--- src/rtl/tlbm_pkg.sv ---
package tlbm_pkg;
   localparam int ADDR_W = 32;
   typedef logic [2:0] kind_t;
   localparam kind_t KIND_NONE   = 3'd0;
   localparam kind_t KIND_4K     = 3'd1;
   localparam kind_t KIND_64K    = 3'd2;
   localparam kind_t KIND_1M     = 3'd3;
   localparam kind_t KIND_4K_EXT = 3'd4;
   localparam kind_t KIND_1K     = 3'd5;

   function automatic logic kind_live(input kind_t k);
      return (k >= KIND_4K) && (k <= KIND_1K);
   endfunction

   function automatic logic [ADDR_W-1:0] kind_mask(input kind_t k);
      case (k)
         KIND_4K, KIND_4K_EXT: return 32'hFFFF_F000;
         KIND_64K:             return 32'hFFFF_0000;
         KIND_1M:              return 32'hFFF0_0000;
         KIND_1K:              return 32'hFFFF_FC00;
         default:              return 32'h0000_0000;
      endcase
   endfunction
endpackage

--- src/rtl/tlb_rotor.sv ---
module tlb_rotor #(
   parameter int N  = 8,
   parameter int IW = 3
) (
   input  logic          clk,
   input  logic          rst_n,
   input  logic          clear,
   input  logic          step,
   output logic [IW-1:0] ptr
);
   localparam logic [IW-1:0] LAST = IW'(N - 1);

   always_ff @(posedge clk) begin
      if (!rst_n || clear)
         ptr <= '0;
      else if (step)
         ptr <= (ptr == LAST) ? '0 : ptr + 1'b1;
   end
endmodule

--- src/rtl/tlb_pick.sv ---
module tlb_pick #(
   parameter int N  = 8,
   parameter int IW = 3
) (
   input  logic [N-1:0]  req,
   output logic          any,
   output logic [IW-1:0] idx
);
   always_comb begin
      idx = '0;
      for (int i = N - 1; i >= 0; i--)
         if (req[i]) idx = IW'(i);
   end
   assign any = |req;
endmodule

--- src/rtl/tlb_entry.sv ---
module tlb_entry
   import tlbm_pkg::*;
#(
   parameter int PERM_W = 10,
   parameter int DOM_W  = 4
) (
   input  logic              clk,
   input  logic              rst_n,
   input  logic              wr,
   input  logic              clr,
   input  logic [ADDR_W-1:0] w_va,
   input  logic [ADDR_W-1:0] w_pa,
   input  logic [PERM_W-1:0] w_perm,
   input  logic [DOM_W-1:0]  w_dom,
   input  kind_t             w_kind,
   input  logic [ADDR_W-1:0] lk_va,
   input  logic [ADDR_W-1:0] iv_va,
   output logic              lk_match,
   output logic              iv_match,
   output logic [ADDR_W-1:0] o_pbase,
   output logic [PERM_W-1:0] o_perm,
   output logic [DOM_W-1:0]  o_dom,
   output kind_t             o_kind
);
   logic [ADDR_W-1:0] tag_q;
   logic [ADDR_W-1:0] wmask;
   logic [ADDR_W-1:0] smask;
   logic              live;

   assign wmask = kind_mask(w_kind);
   assign smask = kind_mask(o_kind);
   assign live  = kind_live(o_kind);

   always_ff @(posedge clk) begin
      if (!rst_n) begin
         o_kind  <= KIND_NONE;
         tag_q   <= '0;
         o_pbase <= '0;
         o_perm  <= '0;
         o_dom   <= '0;
      end else if (wr) begin
         o_kind  <= kind_live(w_kind) ? w_kind : KIND_NONE;
         tag_q   <= w_va & wmask;
         o_pbase <= w_pa & wmask;
         o_perm  <= w_perm;
         o_dom   <= w_dom;
      end else if (clr) begin
         o_kind  <= KIND_NONE;
      end
   end

   assign lk_match = live && (((lk_va ^ tag_q) & smask) == '0);
   assign iv_match = live && (((iv_va ^ tag_q) & smask) == '0);
endmodule

--- src/rtl/page_tlb.sv ---
module page_tlb
   import tlbm_pkg::*;
#(
   parameter int ENTRIES = 8,
   parameter int PERM_W  = 10,
   parameter int DOM_W   = 4,
   localparam int IW     = (ENTRIES > 1) ? $clog2(ENTRIES) : 1
) (
   input  logic              clk,
   input  logic              rst_n,
   input  logic [ADDR_W-1:0] lk_vaddr,
   output logic              lk_hit,
   output logic [IW-1:0]     lk_slot,
   output logic [ADDR_W-1:0] lk_paddr,
   output logic [PERM_W-1:0] lk_perm,
   output logic [DOM_W-1:0]  lk_dom,
   output logic [2:0]        lk_kind,
   output logic              lk_hit_q,
   input  logic              fill_en,
   input  logic [ADDR_W-1:0] fill_vaddr,
   input  logic [ADDR_W-1:0] fill_pbase,
   input  logic [PERM_W-1:0] fill_perm,
   input  logic [DOM_W-1:0]  fill_dom,
   input  logic [2:0]        fill_kind,
   input  logic              inv_all,
   input  logic              inv_addr_en,
   input  logic [ADDR_W-1:0] inv_addr
);
   if (ENTRIES < 2) begin : g_bad_entries
      $error("page_tlb: ENTRIES must be at least 2");
   end
   if (PERM_W < 1 || DOM_W < 1) begin : g_bad_fields
      $error("page_tlb: PERM_W and DOM_W must be positive");
   end

   logic [IW-1:0]     victim;
   logic [ENTRIES-1:0] lk_req, iv_req, wr_vec, clr_vec;
   logic              iv_any;
   logic [IW-1:0]     iv_idx;
   logic              lk_any;
   logic [IW-1:0]     lk_idx;
   logic [ADDR_W-1:0] e_pbase [ENTRIES];
   logic [PERM_W-1:0] e_perm  [ENTRIES];
   logic [DOM_W-1:0]  e_dom   [ENTRIES];
   kind_t             e_kind  [ENTRIES];

   tlb_rotor #(.N(ENTRIES), .IW(IW)) u_rotor (
      .clk(clk), .rst_n(rst_n), .clear(inv_all),
      .step(fill_en), .ptr(victim)
   );

   tlb_pick #(.N(ENTRIES), .IW(IW)) u_pick_lk (
      .req(lk_req), .any(lk_any), .idx(lk_idx)
   );

   tlb_pick #(.N(ENTRIES), .IW(IW)) u_pick_iv (
      .req(iv_req), .any(iv_any), .idx(iv_idx)
   );

   for (genvar g = 0; g < ENTRIES; g++) begin : g_slot
      assign wr_vec[g]  = fill_en && !inv_all && (victim == IW'(g));
      assign clr_vec[g] = inv_all || (inv_addr_en && iv_any && (iv_idx == IW'(g)));

      tlb_entry #(.PERM_W(PERM_W), .DOM_W(DOM_W)) u_entry (
         .clk(clk), .rst_n(rst_n),
         .wr(wr_vec[g]), .clr(clr_vec[g]),
         .w_va(fill_vaddr), .w_pa(fill_pbase), .w_perm(fill_perm),
         .w_dom(fill_dom), .w_kind(fill_kind),
         .lk_va(lk_vaddr), .iv_va(inv_addr),
         .lk_match(lk_req[g]), .iv_match(iv_req[g]),
         .o_pbase(e_pbase[g]), .o_perm(e_perm[g]),
         .o_dom(e_dom[g]), .o_kind(e_kind[g])
      );
   end

   always_comb begin
      lk_hit   = lk_any;
      lk_slot  = '0;
      lk_paddr = '0;
      lk_perm  = '0;
      lk_dom   = '0;
      lk_kind  = KIND_NONE;
      if (lk_any) begin
         lk_slot  = lk_idx;
         lk_kind  = e_kind[lk_idx];
         lk_perm  = e_perm[lk_idx];
         lk_dom   = e_dom[lk_idx];
         lk_paddr = e_pbase[lk_idx] | (lk_vaddr & ~kind_mask(e_kind[lk_idx]));
      end
   end

   always_ff @(posedge clk) begin
      if (!rst_n) lk_hit_q <= 1'b0;
      else        lk_hit_q <= lk_hit;
   end
endmodule

--- config.mk ---
export PLATFORM = sky130hd
export DESIGN_NAME = page_tlb
export DESIGN_NICKNAME = d
export VERILOG_FILES = /design/src/rtl/tlbm_pkg.sv /design/src/rtl/tlb_rotor.sv /design/src/rtl/tlb_pick.sv /design/src/rtl/tlb_entry.sv /design/src/rtl/page_tlb.sv
export SDC_FILE = /design/constraint.sdc
export NUM_CORES = 2
export LEC_CHECK = 0
export BUFFER_PORTS_ARGS = -buffer_cell sky130_fd_sc_hd__buf_2
export CORE_MARGIN = 3
export CORE_UTILIZATION = 56
export DETAILED_ROUTE_END_ITERATION = 10
export MAX_ROUTING_LAYER = met4
export PLACE_DENSITY_LB_ADDON = 0.25
export REMOVE_ABC_BUFFERS = 1
export SKIP_LAST_GASP = 1
export SYNTH_ARGS = -nofsm -noshare
export SYNTH_HDL_FRONTEND = slang
export SYNTH_HIERARCHICAL = 1
export SYNTH_SLANG_ARGS = --single-unit
--- constraint.sdc ---
create_clock -name clk -period 3.5 [get_ports clk]
set_clock_uncertainty 0.05 [all_clocks]
set_input_delay 0.35 -clock clk [delete_from_list [all_inputs] [get_ports clk]]
set_output_delay 0.35 -clock clk [all_outputs]
set_load 0.1 [all_outputs]
==> load_flow_metrics.sql <==
INSERT INTO impl_metrics (metric_group, metric, value, unit) VALUES
('status', 'status', 'complete, but fails checks', ''),
('status', 'violations', 'setup timing', ''),
('power', 'p_total', '12.5', 'mW'),
('clock_network', 'clk_path_buf_depth', '3', ''),
('sta', 'timing.final.setup_violations', '53', ''),
('sta', 'finalWorstSetupSlack', '-1.34', 'ns'),
('grt', 'antenna_violations_before_repair', '7', ''),
('setup_path', 'worstPathArrival', '4.44', 'ns'),
('power', 'power_frac_seq', '0.452', ''),
('synth', 'netlist.top_cell.by_area', 'sky130_fd_sc_hd__dfxtp_1', ''),
('route', 'vias', '25012', ''),
('power', 'p_leak', '14.6', 'nW'),
('power', 'vdd_ir_drop_max', '0.394', 'mV'),
('synth', 'syn_area', '28500', 'µm²'),
('power', 'power.density', '341', 'nW/µm²'),
('synth', 'ys_warns', '6', ''),
('clock_network', 'cts.sink_count', '492', ''),
('layout', 'final_cell_mix', 'sky130_fd_sc_hd__nor2b_1 (829), sky130_fd_sc_hd__dfxtp_1 (482), sky130_fd_sc_hd__buf_4 (395)', ''),
('power', 'internal_power', '9.37', 'mW'),
('clock_network', 'cts_root_buf', 'sky130_fd_sc_hd__clkbuf_16', ''),
('setup_path', 'worst-r2r-setup-slack', '0.05', 'ns'),
('power', 'power_switching_share', '0.252', ''),
('layout', 'finish.utilization', '0.731', ''),
('grt', 'grt_util_all_layers', '0.371', ''),
('place', 'post-place-ws', '-1.73', 'ns'),
('setup_path', 'criticalPathCategory', 'reg -> out', ''),
('clock_network', 'clkSlewWorstSetupHoldPaths', '0.06', 'ns'),
('layout', 'mostFrequentLayoutCell', 'sky130_fd_sc_hd__nor2b_1', ''),
('layout', 'count_of_fill_cells_added_during_filler_insertion', '3562', ''),
('clock_network', 'tritoncts.num_buffers', '54', ''),
('sta', 'slew_at_the_pin_with_the_worst_max_slew_slack', '0.980', 'ns'),
('sta', 'maxClockFrequency', '0.207', 'GHz'),
('synth', 'seq_area_frac_synth', '0.346', ''),
('route', 'detail_route.iter0.violations', '2332', ''),
('setup_path', 'crit_fanout', '6', ''),
('floorplanning', 'coreArea', '50200', 'µm²'),
('grt', 'grt_pass1_wl', '149', 'mm'),
('place', 'dpl_cell_area', '32600', 'µm²'),
('clock_network', 'insertion_delay', '0.62', 'ns'),
('grt', 'first_global_vias', '25337', ''),
('synth', 'synth.area.top_cells', 'sky130_fd_sc_hd__dfxtp_1 (35%), sky130_fd_sc_hd__nor2b_1 (18%), sky130_fd_sc_hd__xor2_1 (8.9%)', ''),
('min_path', 'timing.hold.worst.class', 'in -> reg', ''),
('route', 'first_pass_iters', '8', ''),
('sta', 'rsz0062_at_grt', 'yes', ''),
('power', 'clock_power_share', '0.459', ''),
('setup_path', 'end_kind', 'primary output', ''),
('min_path', 'worst_hold_startpoint', 'fill_perm[5]', ''),
('min_path', 'timing.hold.worst_endpoint', 'g_slot[4].u_entry/o_perm[5]$_SDFFE_PN0P_', ''),
('route', 'route.final.wire_length', '100', 'mm'),
('run', 'max_capacitance_violation_count', '0', ''),
('clock_network', 'tritoncts', 'built', ''),
('route', 'detail_route_antenna_nets', '0', ''),
('synth', 'synth.ff_latch_count', '492', ''),
('floorplanning', 'initial_utilization', '0.568', ''),
('route', 'route.detailed.drc', '0', ''),
('place', 'io_buffer_count', '173', ''),
('floorplanning', 'die_w', '231', 'µm'),
('synth', 'synth_enable_flop_cells', '0', ''),
('floorplanning', 'floorplan.die.height', '231', 'µm'),
('setup_path', 'r2r.worst_path.cells', '16', ''),
('route', 'routedWlPerCell', '23.5', 'µm'),
('setup_path', 'critical_path_data_required_time', '3.10', 'ns'),
('floorplanning', 'rows', '82', ''),
('min_path', 'hold_depth', '3', ''),
('sta', 'slew_headroom', '0.347', ''),
('layout', 'finalNetCount', '3701', ''),
('power', 'switching_power', '3.15', 'mW'),
('synth', 'syn-instance-count', '3049', ''),
('sta', 'report.final.hold_viol_count', '0', ''),
('setup_path', 'reg2reg_end', 'g_slot[7].u_entry/o_kind[1]$_SDFFE_PN0P_', ''),
('setup_path', 'startpoint_type', 'register', '');
## per-layer routing
metal,vias to the layer above,GRT usage,wire [µm]
li1,11291,-,-
met1,12337,0.468,41000
met2,1128,0.591,47500
met3,256,0.0556,7590
met4,0,0.167,4050
met5,-,-,0
## power by group through the flow
| stage | registers (mW) | logic [mW] | clock network, mW |
|---|---|---|---|
| after floorplan | 5.78 | 0.425 | 0 |
| after global placement | 5.78 | 0.980 | 0 |
| after detailed placement | 5.78 | 1.00 | 0 |
| after CTS | 5.66 | 1.07 | 5.78 |
| after global routing | 5.66 | 1.18 | 6.01 |
| final | 5.65 | 1.12 | 5.75 |
## cell families after synthesis
kind of cell / share of synthesized area
AOI/OAI and AO/OA: 0.0984
xor gates and xnor gates: 0.108
adders and majority gates: 0.000879
buffers and inverters: 0.0605
DFF: 0.346
muxes: 0.136
other: 0.00105
and+or+nand+nor: 0.249
## worst max-delay path by stage
| stage | from | cells past startpoint | slack (ns) | endpoint |
|---|---|---|---|---|
| after floorplan | lk_vaddr[19] | 10 | -19.06 | lk_paddr[20] |
| after global placement | lk_vaddr[19] | 16 | -1.69 | lk_paddr[25] |
| after CTS | g_slot[7].u_entry/tag_q[16]$_SDFFE_PN0P_ | 14 | -1.32 | lk_paddr[19] |
| after detailed placement | lk_vaddr[19] | 16 | -1.73 | lk_paddr[24] |
| after global routing | g_slot[3].u_entry/tag_q[19]$_SDFFE_PN0P_ | 15 | -1.44 | lk_paddr[19] |
| final | g_slot[3].u_entry/tag_q[19]$_SDFFE_PN0P_ | 19 | -1.34 | lk_paddr[10] |
## flip-flops by register name (all words and copies together) (netlist names)
name and flops:
lk_hit_q 1, g_slot.u_entry/o_dom 32, g_slot.u_entry/o_perm 80, u_rotor/ptr 3
g_slot.u_entry/tag_q 176, g_slot.u_entry/o_kind 24, g_slot.u_entry/o_pbase 176
## timing repair
action	4_1_cts	5_1_grt
setup buffers	35	15
gates resized for setup	264	88
endpoints found under the setup margin	77	76
hold buffers	1	0
cloned	8	3
pin swaps	42	41
endpoints found under the hold margin	1	0
## final cells by class
class | count | area (µm²) | area share
Antenna cell | 8 | 20.0 | 0.000545
Clock buffer | 78 | 1540 | 0.0420
Clock inverter | 17 | 205 | 0.00559
Inverter | 21 | 81.3 | 0.00222
Multi-Input combinational cell | 2353 | 18500 | 0.504
Sequential cell | 492 | 9870 | 0.269
Tap cell | 672 | 841 | 0.0229
Timing Repair Buffer | 627 | 5630 | 0.153
## synth_stat cells, types with 4 or more instances
| cell type | instances |
|---|---|
| sky130_fd_sc_hd__o21bai_1 | 8 |
| sky130_fd_sc_hd__and4b_2 | 8 |
| sky130_fd_sc_hd__or3_1 | 8 |
| sky130_fd_sc_hd__buf_1 | 5 |
| sky130_fd_sc_hd__xor2_1 | 288 |
| sky130_fd_sc_hd__nand3_1 | 11 |
| sky130_fd_sc_hd__nand2b_1 | 7 |
| sky130_fd_sc_hd__and3_1 | 8 |
| sky130_fd_sc_hd__nor2_1 | 51 |
| sky130_fd_sc_hd__inv_1 | 20 |
| sky130_fd_sc_hd__and2_1 | 13 |
| sky130_fd_sc_hd__xnor2_1 | 64 |
| sky130_fd_sc_hd__mux2_2 | 21 |
| sky130_fd_sc_hd__nor4_1 | 72 |
| sky130_fd_sc_hd__nand4_1 | 8 |
| sky130_fd_sc_hd__and3_2 | 8 |
| sky130_fd_sc_hd__nor2b_1 | 830 |
| sky130_fd_sc_hd__buf_8 | 16 |
| sky130_fd_sc_hd__buf_4 | 88 |
| sky130_fd_sc_hd__a211oi_1 | 4 |
| sky130_fd_sc_hd__a31oi_1 | 8 |
| sky130_fd_sc_hd__a2111oi_0 | 8 |
| sky130_fd_sc_hd__nand3b_1 | 18 |
| sky130_fd_sc_hd__nor3_1 | 18 |
| sky130_fd_sc_hd__o21ai_0 | 26 |
| sky130_fd_sc_hd__nor3b_2 | 8 |
| sky130_fd_sc_hd__a21boi_0 | 10 |
| sky130_fd_sc_hd__buf_2 | 26 |
| sky130_fd_sc_hd__nor3b_1 | 8 |
| sky130_fd_sc_hd__or3b_2 | 9 |
| sky130_fd_sc_hd__o32ai_1 | 8 |
| sky130_fd_sc_hd__conb_1 | 8 |
| sky130_fd_sc_hd__nand2_1 | 47 |
| sky130_fd_sc_hd__a221o_1 | 4 |
| sky130_fd_sc_hd__buf_6 | 19 |
| sky130_fd_sc_hd__clkbuf_1 | 101 |
| sky130_fd_sc_hd__o311ai_0 | 8 |
| sky130_fd_sc_hd__mux2i_1 | 140 |
| sky130_fd_sc_hd__o41ai_1 | 10 |
| sky130_fd_sc_hd__dfxtp_1 | 492 |
| sky130_fd_sc_hd__mux4_2 | 98 |
| sky130_fd_sc_hd__a21oi_1 | 415 |
## critical path: stages, from the launching register on
cell and delay [ns]:
sky130_fd_sc_hd__dfxtp_4 0.36, sky130_fd_sc_hd__xor2_2 0.15, sky130_fd_sc_hd__o41ai_4 0.44, sky130_fd_sc_hd__buf_4 0.20, sky130_fd_sc_hd__nand3_4 0.07, sky130_fd_sc_hd__nor4_4 0.28
sky130_fd_sc_hd__nor2b_4 0.20, sky130_fd_sc_hd__o21bai_4 0.07, sky130_fd_sc_hd__o41ai_4 0.07, sky130_fd_sc_hd__buf_6 0.18, sky130_fd_sc_hd__buf_6 0.10, sky130_fd_sc_hd__mux4_2 0.52
sky130_fd_sc_hd__buf_4 0.16, sky130_fd_sc_hd__mux2i_4 0.16, sky130_fd_sc_hd__buf_12 0.16, sky130_fd_sc_hd__buf_4 0.12, sky130_fd_sc_hd__o31ai_2 0.08, sky130_fd_sc_hd__a21oi_1 0.18
sky130_fd_sc_hd__buf_4 0.16, sky130_fd_sc_hd__buf_12 0.16
## through the flow
| stage | hold slack, ns | setup TNS [ns] | std cells |
|---|---|---|---|
| global route | 0.0614 | -55.85 | 4267 |
| floorplan | 0.422 | -1242.13 | 2866 |
| finish | 0.0503 | -50.12 | 4268 |
| CTS | 0.0240 | -48.23 | 4244 |
| detailed placement | 0.449 | -72.83 | 4107 |
| global placement | 0.440 | -70.84 | 4107 |
Note: power is estimated with default switching activity, not from simulation.
